$ cat config.mk
export PLATFORM = sky130hd
export DESIGN_NAME = zs_box_walker
export DESIGN_NICKNAME = d
export VERILOG_FILES = /design/src/rtl/zs_walk_pkg.sv /design/src/rtl/zs_fmt_decode.sv /design/src/rtl/zs_loop_ctr.sv /design/src/rtl/zs_coord_acc.sv /design/src/rtl/zs_box_walker.sv
export SDC_FILE = /design/constraint.sdc
export NUM_CORES = 1
export LEC_CHECK = 0
export ABC_AREA = 1
export BUFFER_PORTS_ARGS = -buffer_cell sky130_fd_sc_hd__buf_2
export CAP_MARGIN = 10
export CORE_UTILIZATION = 50
export DETAILED_ROUTE_END_ITERATION = 8
export PLACE_DENSITY = 0.72
export SLEW_MARGIN = 20
export SYNTH_ARGS = -nofsm -noshare
export SYNTH_HDL_FRONTEND = slang
export SYNTH_SLANG_ARGS = --single-unit
$ cat constraint.sdc
create_clock -name clk -period 3.75 [get_ports clk]
set_input_delay 0.375 -clock clk [delete_from_list [all_inputs] [get_ports clk]]
set_output_delay 0.375 -clock clk [all_outputs]
set_load 0.05 [all_outputs]
$ cat src/rtl/zs_walk_pkg.sv
package zs_walk_pkg;

  typedef enum logic [1:0] {
    WS_IDLE = 2'd0,
    WS_LOAD = 2'd1,
    WS_RUN  = 2'd2,
    WS_FIN  = 2'd3
  } walk_state_t;

  typedef struct packed {
    logic       has_dep;
    logic [3:0] pix_bytes;
    logic [2:0] dep_len;
    logic [2:0] stn_lane;
    logic [2:0] dep_step;
  } fmt_info_t;

  // staging pixel size in bytes for a format code
  function automatic logic [3:0] fn_pix_bytes(input logic [1:0] f);
    case (f)
      2'd0:    fn_pix_bytes = 4'd4;
      2'd1:    fn_pix_bytes = 4'd8;
      default: fn_pix_bytes = 4'd1;
    endcase
  endfunction

  // depth bytes carried per pixel
  function automatic logic [2:0] fn_dep_len(input logic [1:0] f);
    case (f)
      2'd0:    fn_dep_len = 3'd3;
      2'd1:    fn_dep_len = 3'd4;
      default: fn_dep_len = 3'd0;
    endcase
  endfunction

  // staging byte that holds the stencil value
  function automatic logic [2:0] fn_stn_lane(input logic [1:0] f);
    case (f)
      2'd0:    fn_stn_lane = 3'd3;
      2'd1:    fn_stn_lane = 3'd4;
      default: fn_stn_lane = 3'd0;
    endcase
  endfunction

  // depth plane bytes per pixel (column advance)
  function automatic logic [2:0] fn_dep_step(input logic [1:0] f);
    fn_dep_step = (f[1] == 1'b0) ? 3'd4 : 3'd0;
  endfunction

endpackage

$ cat src/rtl/zs_fmt_decode.sv
module zs_fmt_decode
  import zs_walk_pkg::*;
(
  input  logic [1:0] fmt,
  output fmt_info_t  info
);
  always_comb begin
    info.has_dep   = ~fmt[1];
    info.pix_bytes = fn_pix_bytes(fmt);
    info.dep_len   = fn_dep_len(fmt);
    info.stn_lane  = fn_stn_lane(fmt);
    info.dep_step  = fn_dep_step(fmt);
  end
endmodule

$ cat src/rtl/zs_loop_ctr.sv
module zs_loop_ctr #(
  parameter int DIM_W = 8
) (
  input  logic             clk,
  input  logic             rst_n,
  input  logic             clear,
  input  logic             adv,
  input  logic [DIM_W-1:0] lim_w,
  input  logic [DIM_W-1:0] lim_h,
  input  logic [DIM_W-1:0] lim_d,
  output logic [DIM_W-1:0] col,
  output logic [DIM_W-1:0] row,
  output logic [DIM_W-1:0] slc,
  output logic             col_last,
  output logic             row_last,
  output logic             slc_last
);
  localparam logic [DIM_W-1:0] ONE = DIM_W'(1);

  assign col_last = (col == lim_w - ONE);
  assign row_last = (row == lim_h - ONE);
  assign slc_last = (slc == lim_d - ONE);

  always_ff @(posedge clk) begin
    if (!rst_n || clear) begin
      col <= '0;
      row <= '0;
      slc <= '0;
    end else if (adv) begin
      if (!col_last) begin
        col <= col + ONE;
      end else begin
        col <= '0;
        if (!row_last) begin
          row <= row + ONE;
        end else begin
          row <= '0;
          slc <= slc_last ? '0 : slc + ONE;
        end
      end
    end
  end
endmodule

$ cat src/rtl/zs_coord_acc.sv
module zs_coord_acc #(
  parameter int W = 16
) (
  input  logic         clk,
  input  logic         rst_n,
  input  logic         load,
  input  logic [W-1:0] load_val,
  input  logic         step_col,
  input  logic         step_row,
  input  logic [W-1:0] col_inc,
  input  logic [W-1:0] row_inc,
  output logic [W-1:0] cur
);
  logic [W-1:0] row_start;
  logic [W-1:0] next_row;

  assign next_row = row_start + row_inc;

  always_ff @(posedge clk) begin
    if (!rst_n) begin
      cur       <= '0;
      row_start <= '0;
    end else if (load) begin
      cur       <= load_val;
      row_start <= load_val;
    end else if (step_row) begin
      cur       <= next_row;
      row_start <= next_row;
    end else if (step_col) begin
      cur <= cur + col_inc;
    end
  end
endmodule

$ cat src/rtl/zs_box_walker.sv
module zs_box_walker
  import zs_walk_pkg::*;
#(
  parameter int DIM_W = 8,
  parameter int CRD_W = 16,
  parameter int ADR_W = 24
) (
  input  logic             clk,
  input  logic             rst_n,
  input  logic             start,
  input  logic             dir,
  input  logic [1:0]       fmt,
  input  logic [DIM_W-1:0] box_w,
  input  logic [DIM_W-1:0] box_h,
  input  logic [DIM_W-1:0] box_d,
  input  logic [ADR_W-1:0] stg_base,
  input  logic [ADR_W-1:0] stg_row_stride,
  input  logic [ADR_W-1:0] stg_layer_stride,
  output logic [DIM_W-1:0] org_slice,
  input  logic [CRD_W-1:0] dep_org_x,
  input  logic [CRD_W-1:0] dep_org_y,
  input  logic [CRD_W-1:0] stn_org_x,
  input  logic [CRD_W-1:0] stn_org_y,
  output logic             busy,
  output logic             done,
  output logic             cmd_valid,
  input  logic             cmd_ready,
  output logic             cmd_dir,
  output logic             cmd_last,
  output logic [ADR_W-1:0] cmd_stg_addr,
  output logic [CRD_W-1:0] cmd_dep_x,
  output logic [CRD_W-1:0] cmd_dep_y,
  output logic [2:0]       cmd_dep_len,
  output logic [CRD_W-1:0] cmd_stn_x,
  output logic [CRD_W-1:0] cmd_stn_y,
  output logic [2:0]       cmd_stn_lane
);
  localparam int NPL = 4;              // plane coordinate channels
  localparam int IDX_DX = 0;
  localparam int IDX_DY = 1;
  localparam int IDX_SX = 2;
  localparam int IDX_SY = 3;
  localparam logic [CRD_W-1:0] C_ONE = CRD_W'(1);

  walk_state_t state, state_nxt;

  fmt_info_t        info_in, r_info;
  logic             r_dir;
  logic [DIM_W-1:0] r_w, r_h, r_d;
  logic [ADR_W-1:0] r_row_stride, r_layer_stride, r_slice_base;

  logic [DIM_W-1:0] col, row, slc;
  logic             col_last, row_last, slc_last;

  // named internal events (also observed by the checker)
  logic start_take, zero_box, hs;
  logic ev_col_step, ev_row_step, ev_slice_step, ev_box_end, ev_load;

  zs_fmt_decode u_dec (.fmt(fmt), .info(info_in));

  assign zero_box      = (box_w == '0) || (box_h == '0) || (box_d == '0);
  assign start_take    = start && (state == WS_IDLE);
  assign hs            = cmd_valid && cmd_ready;
  assign ev_col_step   = hs && !col_last;
  assign ev_row_step   = hs && col_last && !row_last;
  assign ev_slice_step = hs && col_last && row_last && !slc_last;
  assign ev_box_end    = hs && col_last && row_last && slc_last;
  assign ev_load       = (state == WS_LOAD);

  always_comb begin
    state_nxt = state;
    case (state)
      WS_IDLE: if (start_take) state_nxt = zero_box ? WS_FIN : WS_LOAD;
      WS_LOAD: state_nxt = WS_RUN;
      WS_RUN: begin
        if (ev_slice_step)   state_nxt = WS_LOAD;
        else if (ev_box_end) state_nxt = WS_FIN;
      end
      default: state_nxt = WS_IDLE;
    endcase
  end

  always_ff @(posedge clk) begin
    if (!rst_n) state <= WS_IDLE;
    else        state <= state_nxt;
  end

  // parameter capture and per-slice staging base
  always_ff @(posedge clk) begin
    if (!rst_n) begin
      r_info         <= '0;
      r_dir          <= 1'b0;
      r_w            <= '0;
      r_h            <= '0;
      r_d            <= '0;
      r_row_stride   <= '0;
      r_layer_stride <= '0;
      r_slice_base   <= '0;
    end else if (start_take) begin
      r_info         <= info_in;
      r_dir          <= dir;
      r_w            <= box_w;
      r_h            <= box_h;
      r_d            <= box_d;
      r_row_stride   <= stg_row_stride;
      r_layer_stride <= stg_layer_stride;
      r_slice_base   <= stg_base;
    end else if (ev_slice_step) begin
      r_slice_base   <= r_slice_base + r_layer_stride;
    end
  end

  zs_loop_ctr #(.DIM_W(DIM_W)) u_loop (
    .clk(clk), .rst_n(rst_n), .clear(start_take), .adv(hs),
    .lim_w(r_w), .lim_h(r_h), .lim_d(r_d),
    .col(col), .row(row), .slc(slc),
    .col_last(col_last), .row_last(row_last), .slc_last(slc_last)
  );

  // plane coordinate channels
  logic [CRD_W-1:0] pl_org  [NPL];
  logic [CRD_W-1:0] pl_cinc [NPL];
  logic [CRD_W-1:0] pl_rinc [NPL];
  logic [CRD_W-1:0] pl_cur  [NPL];

  assign pl_org[IDX_DX]  = dep_org_x;
  assign pl_org[IDX_DY]  = dep_org_y;
  assign pl_org[IDX_SX]  = stn_org_x;
  assign pl_org[IDX_SY]  = stn_org_y;
  assign pl_cinc[IDX_DX] = {{(CRD_W-3){1'b0}}, r_info.dep_step};
  assign pl_cinc[IDX_DY] = '0;
  assign pl_cinc[IDX_SX] = C_ONE;
  assign pl_cinc[IDX_SY] = '0;
  assign pl_rinc[IDX_DX] = '0;
  assign pl_rinc[IDX_DY] = C_ONE;
  assign pl_rinc[IDX_SX] = '0;
  assign pl_rinc[IDX_SY] = C_ONE;

  for (genvar g = 0; g < NPL; g++) begin : g_plane
    zs_coord_acc #(.W(CRD_W)) u_acc (
      .clk(clk), .rst_n(rst_n),
      .load(ev_load), .load_val(pl_org[g]),
      .step_col(ev_col_step), .step_row(ev_row_step),
      .col_inc(pl_cinc[g]), .row_inc(pl_rinc[g]),
      .cur(pl_cur[g])
    );
  end

  // staging address channel
  logic [ADR_W-1:0] stg_cinc;
  assign stg_cinc = {{(ADR_W-4){1'b0}}, r_info.pix_bytes};

  zs_coord_acc #(.W(ADR_W)) u_stg (
    .clk(clk), .rst_n(rst_n),
    .load(ev_load), .load_val(r_slice_base),
    .step_col(ev_col_step), .step_row(ev_row_step),
    .col_inc(stg_cinc), .row_inc(r_row_stride),
    .cur(cmd_stg_addr)
  );

  // outputs
  assign org_slice    = slc;
  assign busy         = (state != WS_IDLE);
  assign done         = (state == WS_FIN);
  assign cmd_valid    = (state == WS_RUN);
  assign cmd_dir      = r_dir;
  assign cmd_last     = col_last && row_last && slc_last;
  assign cmd_dep_x    = r_info.has_dep ? pl_cur[IDX_DX] : '0;
  assign cmd_dep_y    = r_info.has_dep ? pl_cur[IDX_DY] : '0;
  assign cmd_stn_x    = pl_cur[IDX_SX];
  assign cmd_stn_y    = pl_cur[IDX_SY];
  assign cmd_dep_len  = r_info.dep_len;
  assign cmd_stn_lane = r_info.stn_lane;

endmodule

After elaboration in Yosys (flattened, before gate mapping)
Cells that the tools add are included.
{"block": "word_totals", "ff_bits": 278, "latch_bits": 0, "mem_bits_rw": 0, "mem_bits_ro": 0, "inputBits": 167, "word_cells": 107, "memories": 0}
{"block": "classes", "n_addsub": 13, "mul": 0, "div_mod_pow": 0, "n_lt_le_gt_ge": 0, "eq_ne": 9, "n_shift": 0, "muxes": 32, "n_bitwise": 1, "n_reduce_logical": 29}
{"operator": "$mux W16", "count": 14}
{"operator": "$mux W24", "count": 7}
{"operator": "$add A16 B1 Y16 const B", "count": 3}
{"operator": "$add A24 B24 Y24", "count": 2}
{"operator": "$add A24 B4 Y24", "count": 1}
{"operator": "$add A8 B1 Y8 const B", "count": 3}
{"operator": "$eq A8 B8 Y1", "count": 3}
{"operator": "$logic_not A8 Y1", "count": 3}
{"operator": "$mux W8", "count": 3}
{"operator": "$sub A8 B1 Y8 const B", "count": 3}
{"operator": "$add A16 B3 Y16", "count": 1}
{"operator": "$logic_and A1 B1 Y1", "count": 10}
{"operator": "$mux W2", "count": 4}
{"operator": "$pmux W4 S2", "count": 1}
{"operator": "$pmux W2 S3", "count": 1}
{"operator": "$pmux W3 S2", "count": 1}
{"operator": "$reduce_bool A2 Y1", "count": 3}
{"operator": "$eq A2 B1 Y1 const B", "count": 2}
{"operator": "$eq A2 B2 Y1 const B", "count": 2}
{"operator": "$logic_not A1 Y1", "count": 4}
{"operator": "$logic_not A2 Y1", "count": 2}
{"operator": "$reduce_and A2 Y1", "count": 2}
{"operator": "$logic_or A1 B1 Y1", "count": 3}
{"operator": "$mux W3", "count": 1}
{"operator": "other kinds (5)", "count": 5}

Logic depth before layout (Yosys ltp)
Gate-level depths: netlist of the first run.
{"block": "logic_depth", "word_depth": 8, "mapped_depth": 19, "ltp_nobuf": 18}

By module
Synthesis of the first run repeated with hierarchy kept, for this count alone.
{"block": "hier_totals", "hier_cells": 4604, "hier_area_um2": 27411.3}
{"mod": "zs_coord_acc at g_plane[0].u_acc ...", "n_inst": 3, "cells_per_inst": 544, "area_per_inst_um2": 3319.4, "seq_area_each_um2": 640.6}
{"mod": "zs_box_walker", "n_inst": 1, "cells_per_inst": 984, "area_per_inst_um2": 6284.8, "seq_area_each_um2": 2262.2}
{"mod": "zs_coord_acc at u_stg", "n_inst": 1, "cells_per_inst": 1004, "area_per_inst_um2": 5500.3, "seq_area_each_um2": 960.9}
{"mod": "zs_coord_acc at g_plane[3].u_acc", "n_inst": 1, "cells_per_inst": 581, "area_per_inst_um2": 3324.4, "seq_area_each_um2": 640.6}
{"mod": "zs_loop_ctr", "n_inst": 1, "cells_per_inst": 387, "area_per_inst_um2": 2245.9, "seq_area_each_um2": 480.5}
{"mod": "zs_fmt_decode", "n_inst": 1, "cells_per_inst": 16, "area_per_inst_um2": 97.6, "seq_area_each_um2": 0.0}

Least setup slack after synthesis of the first run
Ideal clock, no wire load.
{"block": "synth_timing", "kind": "register -> output", "start": "register r_h[0]", "end": "output cmd_last", "arrival_time_ns": 2.157, "t_required_ns": 3.375, "path_slack_ns": 1.218, "stages_incl_launch_ff": 13, "cell_sequence": "dfxtp_1 -> inv_2 -> ha_1 -> inv_1 -> nand2_1 -> nand2_1 -> nor2_1 -> nand3_1 -> nor2_1 -> nand3_1 -> nor2_4 -> nand2_2 -> nor2_1"}
{"block": "synth_between", "elab_chain_cells": 4}
{"element": "from (decl)", "line": "zs_box_walker.sv:49", "text": "logic [DIM_W-1:0] r_w, r_h, r_d;"}
{"element": "from (signal assigned)", "line": "zs_box_walker.sv:103", "text": "r_h <= box_h;"}
{"element": "$sub A8 B1 Y8", "line": "zs_loop_ctr.sv:21", "text": "assign row_last = (row == lim_h - ONE);"}
{"element": "$eq A8 B8 Y1", "line": "zs_loop_ctr.sv:21"}
{"element": "$logic_and A1 B1 Y1 (2 in a row)", "line": "zs_box_walker.sv:167", "text": "assign cmd_last = col_last && row_last && slc_last;"}
{"element": "to (decl)", "line": "zs_box_walker.sv:29", "text": "output logic cmd_last,"}
No other way between the ends.

Worst setup path after layout of the first run
{"block": "layout_timing", "start": "register r_w[0]", "end": "output cmd_last"}
{"block": "layout_between", "elab_chain_cells": 4}
{"element": "from (decl)", "line": "zs_box_walker.sv:49"}
{"element": "from (signal assigned)", "line": "zs_box_walker.sv:102", "text": "r_w <= box_w;"}
{"element": "$sub A8 B1 Y8", "line": "zs_loop_ctr.sv:20", "text": "assign col_last = (col == lim_w - ONE);"}
{"element": "$eq A8 B8 Y1", "line": "zs_loop_ctr.sv:20"}
{"element": "$logic_and A1 B1 Y1 (2 in a row)", "line": "zs_box_walker.sv:167"}
No other way between the ends.

==> results of run 1 <==
==> through the flow <==
step           power [mW]  setup WS (ns)  instance area (sq um)  utilization [%]
2_1_floorplan        5.25           1.22                  16600                -
3_3_place_gp         5.80          0.852                  18100             55.5
3_5_place_dp         5.85          0.788                  18100             55.5
4_1_cts              8.93          0.586                  19100             58.7
5_1_grt              9.39          0.403                  19100             58.7
6_report             8.91          0.643                  19100             58.7
==> cell usage after synthesis (40+ instances only) <==
cell	count
nand2_1	610
nor2_1	345
dfxtp_1	271
inv_1	230
o21ai_0	206
a21oi_1	199
nand3_1	194
clkbuf_1	75
ha_1	61
xor2_1	56
xnor2_1	46
nor3_1	40
==> state kept, by name (all words and copies together), names as in the netlist, 2 cells and up <==
register	count
r_layer_stride	24
u_loop.row	8
cmd_stn_lane	2
u_loop.slc	8
r_d	8
state	2
u_stg.row_start	24
g_plane.u_acc.cur	64
r_row_stride	24
r_w	8
u_stg.cur	24
u_loop.col	8
g_plane.u_acc.row_start	32
r_h	8
r_slice_base	24
==> metal layers <==
layer  GRT usage, %  vias to the layer above
li1               -                     8752
met1           37.0                     7955
met2           51.2                      570
met3           3.33                      128
met4           13.9                        2
met5              0                        -
==> cells by family after synthesis <==
logic type | count (synthesis) | synth area share, %
multiplexers | 3 | 0.181
XOR/XNOR | 102 | 5.39
AND/OR/NAND/NOR | 1275 | 32.3
AO/OA/AOI/OAI | 493 | 15.8
buffers and inverters | 352 | 8.72
adder cells (fa/ha/maj) | 63 | 4.85
flip-flops | 271 | 32.7
==> final timing paths <==
check / startpoint / end / slack [ns] / cells past startpoint
worst max-delay path: r_w[0]$_SDFFE_PN0P_ / cmd_last / 0.64 / 13
worst min-delay path: fmt[0] / cmd_stn_lane[1]$_SDFFE_PN0P_ / 0.03 / 2
worst max register to register: r_w[0]$_SDFFE_PN0P_ / u_stg.row_start[5]$_SDFFE_PN0P_ / 0.76 / 16
worst min register to register: g_plane[0].u_acc.row_start[9]$_SDFFE_PN0P_ / g_plane[0].u_acc.row_start[9]$_SDFFE_PN0P_ / 0.46 / 2
==> power groups by stage <==
stage	Combinational (mW)	Sequential [mW]	Clock, mW
2_1_floorplan	1.50	3.75	0
3_3_place_gp	2.27	3.53	0
3_5_place_dp	2.31	3.54	0
4_1_cts	2.32	3.48	3.13
5_1_grt	2.61	3.52	3.26
6_report	2.33	3.48	3.09
==> cell type report <==
| cell class | count | area share [%] |
|---|---|---|
| Sequential cell | 271 | 28.4 |
| Timing Repair Buffer | 291 | 7.86 |
| Antenna cell | 1 | 0.0131 |
| Clock buffer | 43 | 4.76 |
| Multi-Input combinational cell | 1936 | 50.8 |
| Inverter | 238 | 4.68 |
| Clock inverter | 9 | 0.641 |
| Tap cell | 442 | 2.89 |
==> cell usage in the layout (no fill, tap or decap), types with 3 or more instances in the layout <==
cell | Yosys | layout
a211oi_1 | 6 | 6
a21boi_0 | 7 | 7
a21o_1 | 5 | 5
a21oi_1 | 199 | 199
a31oi_1 | 12 | 12
buf_2 | 18 | 272
buf_4 | 9 | 19
bufinv_16 | 0 | 3
clkbuf_1 | 75 | 3
clkbuf_16 | 0 | 31
clkbuf_8 | 0 | 9
clkinv_2 | 0 | 7
dfxtp_1 | 271 | 271
ha_1 | 61 | 61
inv_1 | 230 | 228
inv_2 | 8 | 8
mux2i_1 | 3 | 3
nand2_1 | 610 | 610
nand2_2 | 5 | 5
nand2_4 | 3 | 3
nand3_1 | 194 | 194
nand3b_1 | 6 | 6
nand4_1 | 30 | 30
nor2_1 | 345 | 343
nor2_2 | 6 | 6
nor2_4 | 3 | 5
nor3_1 | 40 | 40
nor3b_1 | 4 | 4
nor4_1 | 13 | 13
o21a_1 | 13 | 13
o21ai_0 | 206 | 206
o21ai_1 | 22 | 22
o21bai_1 | 8 | 8
o22ai_1 | 4 | 4
o31ai_1 | 3 | 3
or2_2 | 10 | 10
xnor2_1 | 46 | 46
xor2_1 | 56 | 56
==> reports/qor.txt, run 1 <==
Post-Syn Area per Cell: 6.48 sq um
Skew final: 0.0134 ns
Clock-pin slew on the worst setup and hold paths: 0.06 ns
Post-DP HPWL: 36500 um
Placeable core area: 32600 sq um
Share of cells above drive strength 1: 13.7%
Die X: 184 um
Internal power: 5.80 mW
Hold Crit Class: input pin to register
Full die area: 33900 sq um
CTS Sinks: 271
Maxcap violations: 0
DRT Pass-1 Iters: 5
CP Buf/Inv Count: 3
Final Net Count: 2998
Top FF cell, synth: dfxtp_1
First-pass GRT wire length: 81600 um
Max stage delay on crit path: 0.36 ns
Ordered list of cells on the worst path: inv_2, ha_1, inv_1, nand2_1, nand2_1, nor2_1, nand2_1, nor2_1, nand4_1, nor2_4, nand2_2, nor2_1, buf_2
Antenna Nets Post-Route: 0
DR WL met3: 2810 um
Fill cells: 3187
Combinational power share: 26.2%
Net Sw Power: 3.11 mW
Status: finished clean
Post-CTS resize count: 0
Number of global-route vias before repair: 16500
Initial antenna violation count: 3
Port buffer count: 273
Fmax: 322 MHz
Multi-input gate area: 9720 sq um
Top cell type's share of synthesized area: 32.7%
RSZ-0062 raised after global routing: false
Rel. slew slack: 29.6%
Setup bufs post-CTS: 0
Final Max Tran Viols: 0
Num CTS Buffers: 30
Synth area leaders: dfxtp_1 33%, nand2_1 14%, nor2_1 7.8%, o21ai_0 6.2%, a21oi_1 6.0%
Tcrit/Tclk final: 82.9%
Lkg Pwr: 9.11 nW
Area grow syn2layout: 15.4%
Reg power frac: 39.1%
Total routed wirelength: 50600 um
Post-synth ARST share: 0%
Cell with the largest stage delay on the worst path: dfxtp_1
Hold Slack: 0.0289 ns
CTS root buf: clkbuf_16
Sequential element share of the synthesized area: 32.7%
PwrDens: 465 nW/um^2
Vias per inst: 5.39
Clock tree buffer depth: 3
Met1 WL: 21800 um
H-Tree Depth: 1
Worst setup SP type: register
Total Neg Setup Slack: 0 ns
Top Metal Used: met5
Synthesized Nets: 2789
IO Pins: 274
Netlist Area Pre-Place: 16600 sq um
Maximum vdd ir drop: 376 uV
Sw Share: 34.9%
Cts hold-fix bufs: 0
WL per Instance: 15.7 um
Worst-Margin Slew: 1.06 ns
DIE HEIGHT: 184 um
Placement row count: 66
Sequential Area: 5430 sq um
DRC: 0
WP data required: 3.38 ns
Cell variety after synth: 48
Grt total ovfl: 0
Worst skew pair latency: 0.56 ns
Final Hold Fails: 0
CP top delay family: simple AND/OR/NAND/NOR gates
Clk pwr share: 34.7%
Drt first-iter violations: 1077
Placed cell count: 3178
Initial core utilization: 50.8%
GRT Util Overall: 29.7%
Final setup fails: 0
Cells after Synth: 2559
Post-layout min period: 3.11 ns
Post-synth EDFFs: 0
Via count: 17400
Largest area contributor in the netlist: dfxtp_1
Worst path arrival time: 2.73 ns
RePlAce Congestion: 0.937
Worst Setup End Kind: primary output
Non-filler cells, final: 3231
Syn. warnings: 0
Met2 WL post-DR: 23800 um
CTS tree: built
Crit path kind: register to primary output
#FFs+latches synth: 271
Largest net degree at the start of global routing: 105
Max Fanout on Critical Path: 5
No activity file was read; power rests on OpenSTA's default activity.
==> run 2, diff against run 1 <==
--- a/config.mk
+++ b/config.mk
@@ -10,7 +10,7 @@
 export CAP_MARGIN = 10
 export CORE_UTILIZATION = 50
 export DETAILED_ROUTE_END_ITERATION = 8
-export PLACE_DENSITY = 0.72
+export PLACE_DENSITY = 0.75
 export SLEW_MARGIN = 20
 export SYNTH_ARGS = -nofsm -noshare
 export SYNTH_HDL_FRONTEND = slang
==> constraint.sdc (replaced) <==
create_clock -name clk -period 2.6 [get_ports clk]
set_input_delay 0.26 -clock clk [delete_from_list [all_inputs] [get_ports clk]]
set_output_delay 0.26 -clock clk [all_outputs]
set_load 0.05 [all_outputs]
==> run 2 against run 1 <==
Effect of this change:
- the flow now finishes with violations (setup timing)
- combinational power increased by 69%
- sequential share of layout area down 3.5 points
- global-route usage increased by 1.6 points
- setup slack got worse by 0.76 ns
- critical endpoint unchanged
- highest routed layer is now met4
==> reports/qor.txt, run 2 (same netlist as run 1, synthesis figures left out) <==
Worst setup slack after layout: -0.122 ns
Total Neg Setup Slack: -0.349 ns
Die X: 184 um
DIE HEIGHT: 184 um
Status: complete, but fails checks
Max Fanout on Critical Path: 3
Ordered list of cells on the worst path: inv_1, ha_1, inv_1, nand2_1, nand2_1, nor2_1, nand3_1, nor2_2, nand3_2, nor2_4, nand2_4, nor2_4, buf_6
DRT Pass-1 Iters: 6
Most common cell after layout, fill and taps aside: nand2_1
Max stage delay on crit path: 0.36 ns
Max FFs per register: 64
Final Max Tran Viols: 0
Placement row count: 66
Grt total ovfl: 0
Final Hold Fails: 0
Regs by FF count: g_plane.u_acc.cur x64, g_plane.u_acc.row_start x32
CTS Sinks: 271
Antenna Nets Post-Route: 0
WL per Instance: 16.8 um
Maxcap violations: 0
H-Tree Depth: 1
Most frequent cells in the layout: 595 x nand2_1, 339 x nor2_1, 271 x buf_2
Area grow syn2layout: 32.0%
Hold Crit Class: input pin to register
DRC: 0
Worst hold start: stg_layer_stride[1]
Initial core utilization: 50.8%
DP Worst Slack: -0.0600 ns
Initial antenna violation count: 1
Num CTS Buffers: 31
Port buffer count: 273
R2r setup slk: -0.04 ns
Cell with the largest stage delay on the worst path: dfxtp_1
Largest net degree at the start of global routing: 163
IO Pins: 274
Tcrit/Tclk final: 105%
Clock-pin slew on the worst setup and hold paths: 0.06 ns
WHS Path Cells: 3
Placeable core area: 32600 sq um
Post-layout min period: 2.72 ns
Worst Setup End Kind: primary output
Via count: 18800
Maximum vdd ir drop: 758 uV
First-pass GRT wire length: 86100 um
WHS Endpoint: r_layer_stride[1]$_SDFFE_PN0P_
RSZ-0062 raised after global routing: true
Crit path kind: register to primary output
Drt first-iter violations: 1419
GRT Util Overall: 31.3%
RePlAce Congestion: 0.922
Post-DP HPWL: 37400 um
Vias per inst: 5.48
Reg-to-reg endpoint: u_stg.cur[22]$_SDFFE_PN0P_
Full die area: 33900 sq um
Fmax: 367 MHz
CTS tree: built
Number of global-route vias before repair: 17300
Largest Register: g_plane.u_acc.cur
Clock tree buffer depth: 3
Failing checks: setup timing
Critical R2R Launch: r_w[0]$_SDFFE_PN0P_
Total routed wirelength: 57500 um
Worst skew pair latency: 0.60 ns
PwrDens: 643 nW/um^2
Worst setup SP type: register
Final Net Count: 3194
WP data required: 2.34 ns
Worst-Margin Slew: 1.07 ns
Cells on worst reg2reg path: 19
Final setup fails: 20
Skew final: 0.0177 ns
Worst path arrival time: 2.46 ns
Rel. slew slack: 28.6%
Lkg Pwr: 10.3 nW
CTS root buf: clkbuf_16
Hold Slack: 0.00357 ns
Share of cells above drive strength 1: 17.2%
## run 2: changes by cell type in the layout (fill, tap and decap cells not counted), moves of 13 or more
cell           before  now
o21ai_0           206  193
nand2_1           610  595
dlygate4sd3_1       0  125
a21oi_2             0   19
a21oi_1           199  180
buf_12              0   17
buf_4              19   47
## run 2: worst max-delay path by stage
stage                                       startpoint                             to  cells past startpoint
after floorplan                    r_h[0]$_SDFFE_PN0P_                       cmd_last                     12
after global placement    r_slice_base[0]$_SDFFE_PN0P_  r_slice_base[16]$_SDFFE_PN0P_                     15
after detailed placement  r_slice_base[0]$_SDFFE_PN0P_  r_slice_base[16]$_SDFFE_PN0P_                     15
after CTS                          r_d[0]$_SDFFE_PN0P_                       cmd_last                     10
after global routing               r_h[0]$_SDFFE_PN0P_                       cmd_last                     12
final                              r_h[1]$_SDFFE_PN0P_                       cmd_last                     13
## run 2: repair_timing
action | CTS | global route
pin swaps | 7 | 30
cloned | 0 | 20
hold buffers | 125 | 0
endpoints found under the setup margin | 3 | 136
hold endpoints to repair | 127 | 0
resized for setup | 16 | 110
setup buffers | 4 | 16
## run 2: power breakdown
group / switching [mW] / leakage, nW / total (mW) / internal [mW]
Sequential: 0.452 / 2.22 / 5.04 / 4.59
Clock: 1.90 / 0.579 / 5.10 / 3.19
Combinational: 2.51 / 7.48 / 3.93 / 1.43
## run 2: final cells by class
class	instances	area, sq um
diodes	1	2.50
clock buffers	38	842
clock inverters	19	344
fillers	2749	10700
inverters	238	927
multi-input cells	1939	10100
flip-flops and latches	271	5430
well taps	442	553
repair buffers	483	3730
## run 2: critical path: cells and delay by family (launching register included)
kind                       cells  cell delay [ns]
DFF                            1             0.36
adders and majority gates      1             0.30
buffers and inverters          3             0.27
and+or+nand+nor                9             0.96
## run 2: layer usage
layer  GRT usage, %  vias to the layer above  part of all wire, %
met1           38.2                     8643                   42
met4           15.1                        0                  5.0
met5              0                        -                    0
li1               -                     9187                    -
met2           54.8                      791                   48
met3           3.47                      191                  5.6
## run 2: through the flow
step | util [%] | std cells | power, mW | cell area, sq um
after floorplan | - | 2559 | 7.57 | 16600
after global placement | 56.5 | 3209 | 8.45 | 18400
after detailed placement | 56.5 | 3209 | 8.52 | 18400
after CTS | 64.3 | 3395 | 13.8 | 21000
after global routing | 67.1 | 3431 | 14.7 | 21900
final | 67.1 | 3431 | 14.1 | 21900
